File: config.mk
export PLATFORM = sky130hd
export DESIGN_NAME = dtg_top
export DESIGN_NICKNAME = d
export VERILOG_FILES = /design/src/rtl/dtg_pkg.sv /design/src/rtl/dtg_prescaler.sv /design/src/rtl/dtg_edge_delay.sv /design/src/rtl/dtg_top.sv
export SDC_FILE = /design/constraint.sdc
export NUM_CORES = 1
export LEC_CHECK = 0
export ABC_CLOCK_PERIOD_IN_PS = 3990
export BUFFER_PORTS_ARGS = -buffer_cell sky130_fd_sc_hd__buf_2
export CORE_AREA = 3 3 63 59
export DETAILED_ROUTE_END_ITERATION = 10
export DIE_AREA = 0 0 66 62
export PLACE_DENSITY = 0.61
export SETUP_SLACK_MARGIN = 0.02
export SLEW_MARGIN = 20
export SYNTH_ARGS = -nofsm -noshare
export SYNTH_HDL_FRONTEND = slang
export SYNTH_SLANG_ARGS = --single-unit
File: constraint.sdc
create_clock -name clk_i -period 3.99 [get_ports clk_i]
set_input_delay 0.5985 -clock clk_i [delete_from_list [all_inputs] [get_ports clk_i]]
set_output_delay 0.5985 -clock clk_i [all_outputs]
set_load 0.1 [all_outputs]
File: src/rtl/dtg_pkg.sv
package dtg_pkg;
  typedef enum logic [1:0] {
    COM_OFF  = 2'b00,
    COM_PAIR = 2'b01,
    COM_CLR  = 2'b10,
    COM_SET  = 2'b11
  } com_mode_e;

  function automatic logic pair_sel(input logic pwm, input logic [1:0] com);
    return pwm && (com == COM_PAIR);
  endfunction
endpackage

File: src/rtl/dtg_prescaler.sv
module dtg_prescaler #(
  parameter int SEL_W = 2
) (
  input  logic             clk_i,
  input  logic             rst_i,
  input  logic             restart_i,
  input  logic             run_i,
  input  logic [SEL_W-1:0] sel_i,
  output logic             tick_o
);
  localparam int PC_W = (1 << SEL_W) - 1;

  logic [PC_W-1:0] pc_q;
  logic [SEL_W-1:0] sel_q;
  logic [PC_W:0]   span;
  logic [PC_W-1:0] lim;

  always_comb begin
    span = (PC_W+1)'(1) << sel_q;
    lim  = PC_W'(span - (PC_W+1)'(1));
  end

  assign tick_o = run_i && (pc_q == lim);

  always_ff @(posedge clk_i) begin
    if (rst_i) begin
      pc_q  <= '0;
      sel_q <= '0;
    end else if (restart_i) begin
      pc_q  <= '0;
      sel_q <= sel_i;
    end else if (run_i) begin
      pc_q  <= (pc_q == lim) ? '0 : pc_q + PC_W'(1);
    end
  end
endmodule

File: src/rtl/dtg_edge_delay.sv
module dtg_edge_delay #(
  parameter int DT_W  = 4,
  parameter int SEL_W = 2
) (
  input  logic             clk_i,
  input  logic             rst_i,
  input  logic             en_i,
  input  logic             tgt_i,
  input  logic [DT_W-1:0]  dt_i,
  input  logic [SEL_W-1:0] sel_i,
  output logic             out_o
);
  logic            prev_q, busy_q, out_q;
  logic [DT_W-1:0] left_q;
  logic            rise, tick;

  assign rise  = en_i && tgt_i && !prev_q;
  assign out_o = out_q;

  dtg_prescaler #(.SEL_W(SEL_W)) psc_i (
    .clk_i     (clk_i),
    .rst_i     (rst_i),
    .restart_i (rise),
    .run_i     (busy_q),
    .sel_i     (sel_i),
    .tick_o    (tick)
  );

  always_ff @(posedge clk_i) begin
    if (rst_i) begin
      prev_q <= 1'b0;
      busy_q <= 1'b0;
      out_q  <= 1'b0;
      left_q <= '0;
    end else begin
      prev_q <= tgt_i;
      if (!en_i || !tgt_i) begin
        out_q  <= 1'b0;
        busy_q <= 1'b0;
      end else if (rise) begin
        if (dt_i == '0) begin
          out_q <= 1'b1;
        end else begin
          busy_q <= 1'b1;
          left_q <= dt_i;
        end
      end else if (busy_q && tick) begin
        if (left_q == DT_W'(1)) begin
          out_q  <= 1'b1;
          busy_q <= 1'b0;
        end else begin
          left_q <= left_q - DT_W'(1);
        end
      end
    end
  end
endmodule

File: src/rtl/dtg_top.sv
module dtg_top #(
  parameter int DT_W  = 4,
  parameter int SEL_W = 2
) (
  input  logic              clk_i,
  input  logic              rst_i,
  input  logic              wave_i,
  input  logic              pwm_mode_i,
  input  logic [1:0]        com_mode_i,
  input  logic [SEL_W-1:0]  dt_psel_i,
  input  logic [2*DT_W-1:0] dt_val_i,
  output logic              out_p_o,
  output logic              out_n_o,
  output logic              pin_ovr_o
);
  import dtg_pkg::*;

  localparam int NCH = 2;

  logic           sync_q;
  logic           pair_en;
  logic [NCH-1:0] ch_out;

  assign pair_en = pair_sel(pwm_mode_i, com_mode_i);

  always_ff @(posedge clk_i) begin
    if (rst_i) sync_q <= 1'b0;
    else       sync_q <= wave_i;
  end

  // channel 0: true output, upper field; channel 1: complement, lower field
  for (genvar g = 0; g < NCH; g++) begin : g_ch
    logic            tgt;
    logic [DT_W-1:0] fld;
    assign tgt = (g == 0) ? wave_i : !wave_i;
    assign fld = dt_val_i[(NCH-1-g)*DT_W +: DT_W];
    dtg_edge_delay #(.DT_W(DT_W), .SEL_W(SEL_W)) dly_i (
      .clk_i (clk_i),
      .rst_i (rst_i),
      .en_i  (pair_en),
      .tgt_i (tgt),
      .dt_i  (fld),
      .sel_i (dt_psel_i),
      .out_o (ch_out[g])
    );
  end

  assign out_p_o   = pair_en ? ch_out[0] : sync_q;
  assign out_n_o   = pair_en && ch_out[1];
  assign pin_ovr_o = (com_mode_i != COM_OFF);
endmodule

; ---- After elaboration in Yosys (flattened, before gate mapping)
; Index checks and enable logic that the tools add are counted.
; Widths: inputs -> output; s select.
[word_totals]
register_bits = 24
out_inout_bits = 3
wordCells = 93
[classes]
n_reduce_logical = 33
eq_ne = 11
n_mux = 27
bitwise = 2
n_shift = 2
add_sub_neg = 6
[op_table]
columns = operator, count
row1 = $mux 4, 8
row2 = $mux 1, 17
row3 = $reduce_and 3->1, 4
row4 = $logic_and 1x1->1, 10
row5 = $reduce_bool 2->1, 5
row6 = $eq 4x1->1 const B, 2
row7 = $logic_not 4->1, 2
row8 = $ne 2x2->1 const B, 4
row9 = $reduce_and 4->1, 2
row10 = $reduce_or 2->1, 4
row11 = $sub 4x1->4 const B, 2
row12 = $add 3x1->3 const B, 2
row13 = $eq 3x3->1, 2
row14 = $mux 3, 2
row15 = $shl 1x2->3 const A, 2
row16 = $sub 3x1->3 const B, 2
row17 = $logic_not 1->1, 4
row18 = $ne 2x1->1 const B, 2
row19 = $eq 2x1->1 const B, 1
row20 = $logic_or 1x1->1, 2
row21 = $not 1->1, 2

; ---- Depth between registers and ports, before layout
[depth]
word_depth = 7
depth_mapped = 7
depth_no_buf = 7

; ---- By module
; From an unflattened synthesis, not the netlist that was laid out.
[unflattened]
cells_unflattened = 153
area_unflattened_um2 = 1371.3
[by_module_without_submodules]
columns = mod, cells_per_inst, seq_area_each_um2, area_per_inst_um2, n_inst
row1 = dtg_edge_delay, 47, 140.1, 385.4, 2
row2 = dtg_prescaler, 26, 100.1, 267.8, 2
row3 = dtg_top, 7, 20.0, 65.1, 1

; ---- Least setup slack after synthesis
; No wires, ideal clock.
[synth_path]
path_kind = in2out
start = input com_mode_i[1]
end = output out_n_o
setup_slack_ps = 1335
arrival_time_ps = 2056
n_path_buf = 0
cell_stages = 2
path_cell_list = nand3b_4 > nor2_1
[synth_between]
elab_chain_len = 3
[synth_lines]
columns = element, line_no
row1 = start: declaration, dtg_top.sv:9  ; input logic [1:0] com_mode_i,
row2 = $eq 2x1->1, dtg_pkg.sv:10  ; return pwm && (com == COM_PAIR);
row3 = $logic_and 1x1->1, dtg_pkg.sv:10
row4 = $logic_and 1x1->1, dtg_top.sv:49  ; assign out_n_o = pair_en && ch_out[1];
row5 = end: declaration, dtg_top.sv:13  ; output logic out_n_o,
; Every way passes these cells.

; ---- Final worst setup path
[layout_path]
start = input com_mode_i[1]
end = output out_p_o
[layout_between]
elab_chain_len = 3
[layout_lines]
columns = element, line_no
row1 = $eq 2x1->1, dtg_pkg.sv:10
row2 = $logic_and 1x1->1, dtg_pkg.sv:10
row3 = $mux 1, dtg_top.sv:48  ; assign out_p_o = pair_en ? ch_out[0] : sync_q;
row4 = end: declaration, dtg_top.sv:12  ; output logic out_p_o,
; Every way passes these cells.

==> impl_results.md <==
- Ys flop type: dfxtp_1
- Worst EP required: 3.39 ns
- Pwr/cell area: 280 mW/mm²
- Clock share of power: 0.299
- Clock Path Buffers: 2
- CP Launch Type: input pin
- Number of synthesized flops with an enable pin: 0
- All-Layer GR Usage: 0.168
- Placed cell count: 222
- Final nets: 207
- Internal power: 0.321 mW
- Max Cap Viol: 0
- Slew Limit Fails: 0
- Placement Setup Slack: 1.67 ns
- Initial antenna violation count: 0
- Asr flop ratio synth: 0
- Clk pin slew, worst setup/hold paths: 0.14 ns
- Setup ws final: 1.89 ns
- Hold WS: 0.466 ns
- Sequential area share after synthesis: 0.342
- Die W: 66 µm
- Share of cells above drive strength 1: 0.196
- Clock Skew: 0.00442 ns
- # setup viols final: 0
- CTS tree: done
- Peak supply drop: 0.000151 V
- CTS Buf Count: 3
- Total number of vias: 1268
- Routability cong.: 0.821
- Status: completed
- Switching share of power: 0.267
- Max Freq: 0.475 GHz
- Die Span Y: 62 µm
- Syn. warnings: 0
- Post-DRT Antenna Nets: 0
- Finished Core Util: 0.510
- Synthesized area per cell: 8.46 µm²
- Fraction of power consumed by sequential logic: 0.567
- Syn nets: 188
- Combinational Power Share: 0.133
- Final Hold Viols: 0
- Synth cell types: 50
- Worst Max-Slew Pin Slew: 1.02 ns
- TritonRoute pass-1 iters: 4
- NetSw: 0.117 mW
- Diodes inserted: 0
- CTS sink cnt: 24
- Die area: 0.00409 mm²
- Cell count after synthesis: 166
- PostCTS Resize Cnt: 0
- H-Tree Depth: 1
- Worst Path Arrival: 1.51 ns
- Period utilisation layout: 0.527
- Leak pwr: 0.628 nW
- Drt wl/cell: 13.4 µm
- First-pass GRT wire length: 5.37 mm
- Final WL: 3.03 mm
- Unrepaired setup endpoints after global routing: no
- Hold_buf cts: 0
- Starting Density: 0.458
- Row count: 19
- Mapped cell area: 0.00140 mm²
- Minimum clock period: 2.10 ns
- HPWL Detailed: 2.33 mm
- I/O pins: 19
- Clock latency on the worst-skew pair: 0.32 ns
- Post-CTS Setup Inserts: 0
- DRC errors left: 0
- Pin count of the biggest net entering global routing: 14
- DRT iter0 DRCs: 60
- Critical path capture point type: output port
- Post-Layout Cell Count: 226
- CP Max Fanout: 5
- Layout area overhead: 11.4%
- Hold/Removal Path Class: reg -> reg
- Grt total ovfl: 0
- Max-Slew Margin vs Limit: 0.315
- Crit path kind: in -> out
- Vias per cell: 5.61
- Yosys reg bits: 24
- Setup TNS after final layout: 0 ns
- Port Buffers: 18
- Number of global-route vias before repair: 1230
- Core area: 0.00307 mm²
- CTS Root Cell: clkbuf_4
[flip-flops by register name (all words and copies together), names as in the netlist]
name / flops
g_ch.dly_i.out_o: 2
g_ch.dly_i.psc_i.pc_q: 6
g_ch.dly_i.busy_q: 2
g_ch.dly_i.left_q: 8
g_ch.dly_i.prev_q: 2
g_ch.dly_i.psc_i.sel_q: 4
[per-stage QoR]
step	cell area (µm²)	total power [mW]
2_1_floorplan	1400	0.292
3_3_place_gp	1530	0.311
3_5_place_dp	1530	0.312
4_1_cts	1560	0.441
5_1_grt	1560	0.457
6_report	1560	0.438
[synth_stat cells, drive strengths merged (2+ instances only)]
| library cell | number | share of area |
|---|---|---|
| a21oi | 14 | 0.053 |
| and3 | 3 | 0.013 |
| and3b | 3 | 0.020 |
| buf | 2 | 0.0080 |
| clkbuf | 2 | 0.0053 |
| dfxtp | 24 | 0.34 |
| ha | 6 | 0.053 |
| inv | 8 | 0.021 |
| mux2i | 3 | 0.021 |
| nand2 | 22 | 0.059 |
| nand2b | 2 | 0.0089 |
| nand3 | 6 | 0.021 |
| nor2 | 14 | 0.037 |
| nor2b | 2 | 0.0089 |
| nor3 | 7 | 0.033 |
| nor3b | 2 | 0.011 |
| nor4 | 3 | 0.018 |
| o211ai | 2 | 0.011 |
| o21ai | 5 | 0.020 |
| o311ai | 3 | 0.019 |
| o31ai | 3 | 0.016 |
| o32ai | 2 | 0.012 |
| or2 | 2 | 0.011 |
| or3 | 5 | 0.022 |
| xnor2 | 2 | 0.012 |
| xor2 | 3 | 0.019 |
[worst paths after layout]
kind                            cells after the start                                  from  slack (ns)                                    to
worst max register to register                      6  g_ch[0].dly_i.left_q[0]$_SDFFE_PP0P_        2.13  g_ch[0].dly_i.left_q[1]$_SDFFE_PP0P_
worst min-delay path                                2      g_ch[1].dly_i.out_o$_SDFFE_PP0P_        0.47      g_ch[1].dly_i.out_o$_SDFFE_PP0P_
worst max-delay path                                5                         com_mode_i[1]        1.89                               out_p_o
worst min register to register                      2      g_ch[1].dly_i.out_o$_SDFFE_PP0P_        0.47      g_ch[1].dly_i.out_o$_SDFFE_PP0P_
[power groups by stage]
stage | Combinational, mW | Sequential [mW] | Clock (mW)
2_1_floorplan | 0.0390 | 0.253 | 0
3_3_place_gp | 0.0569 | 0.254 | 0
3_5_place_dp | 0.0581 | 0.254 | 0
4_1_cts | 0.0583 | 0.249 | 0.134
5_1_grt | 0.0648 | 0.250 | 0.142
6_report | 0.0584 | 0.249 | 0.131
[critical path: stages]
cell and delay [ns]:
buf_2 0.11, and3b_2 0.27, nand2_1 0.06, nand2_1 0.05, buf_2 0.42
[metal layers]
| layer | global-route usage | part of all wire | wire (µm) | up-vias |
|---|---|---|---|---|
| met5 | 0 | 0 | 0 | - |
| met4 | 0.0638 | 0.013 | 38 | 0 |
| met3 | 0.0234 | 0.064 | 193 | 4 |
| met2 | 0.263 | 0.41 | 1230 | 40 |
| met1 | 0.237 | 0.52 | 1560 | 578 |
| li1 | - | - | - | 646 |
[cells in the final DEF (no fill, tap or decap), drive strengths merged, types with 4 or more instances in the layout]
cell    Yosys  final
inv         8      8
nand3       6      6
or3         5      5
nor2       14     14
buf         2     18
a21oi      14     14
nor3        7      7
ha          6      6
clkbuf      2      4
nand2      22     22
dfxtp      24     24
o21ai       5      5
[cells by family after synthesis]
group | synth area share
buf+inv | 0.0348
flops | 0.342
simple gates | 0.306
xor+xnor | 0.0312
mux | 0.0214
compound gates | 0.211
fa+ha+maj | 0.0535
[area by class of cell]
class	instances	area, µm²
repair buffers	18	90.1
flip-flops and latches	24	480
multi-input cells	130	875
inverters	8	30.0
well taps	42	52.6
fillers	296	1500
clock buffers	4	36.3
(Power assumes the default switching activity.)
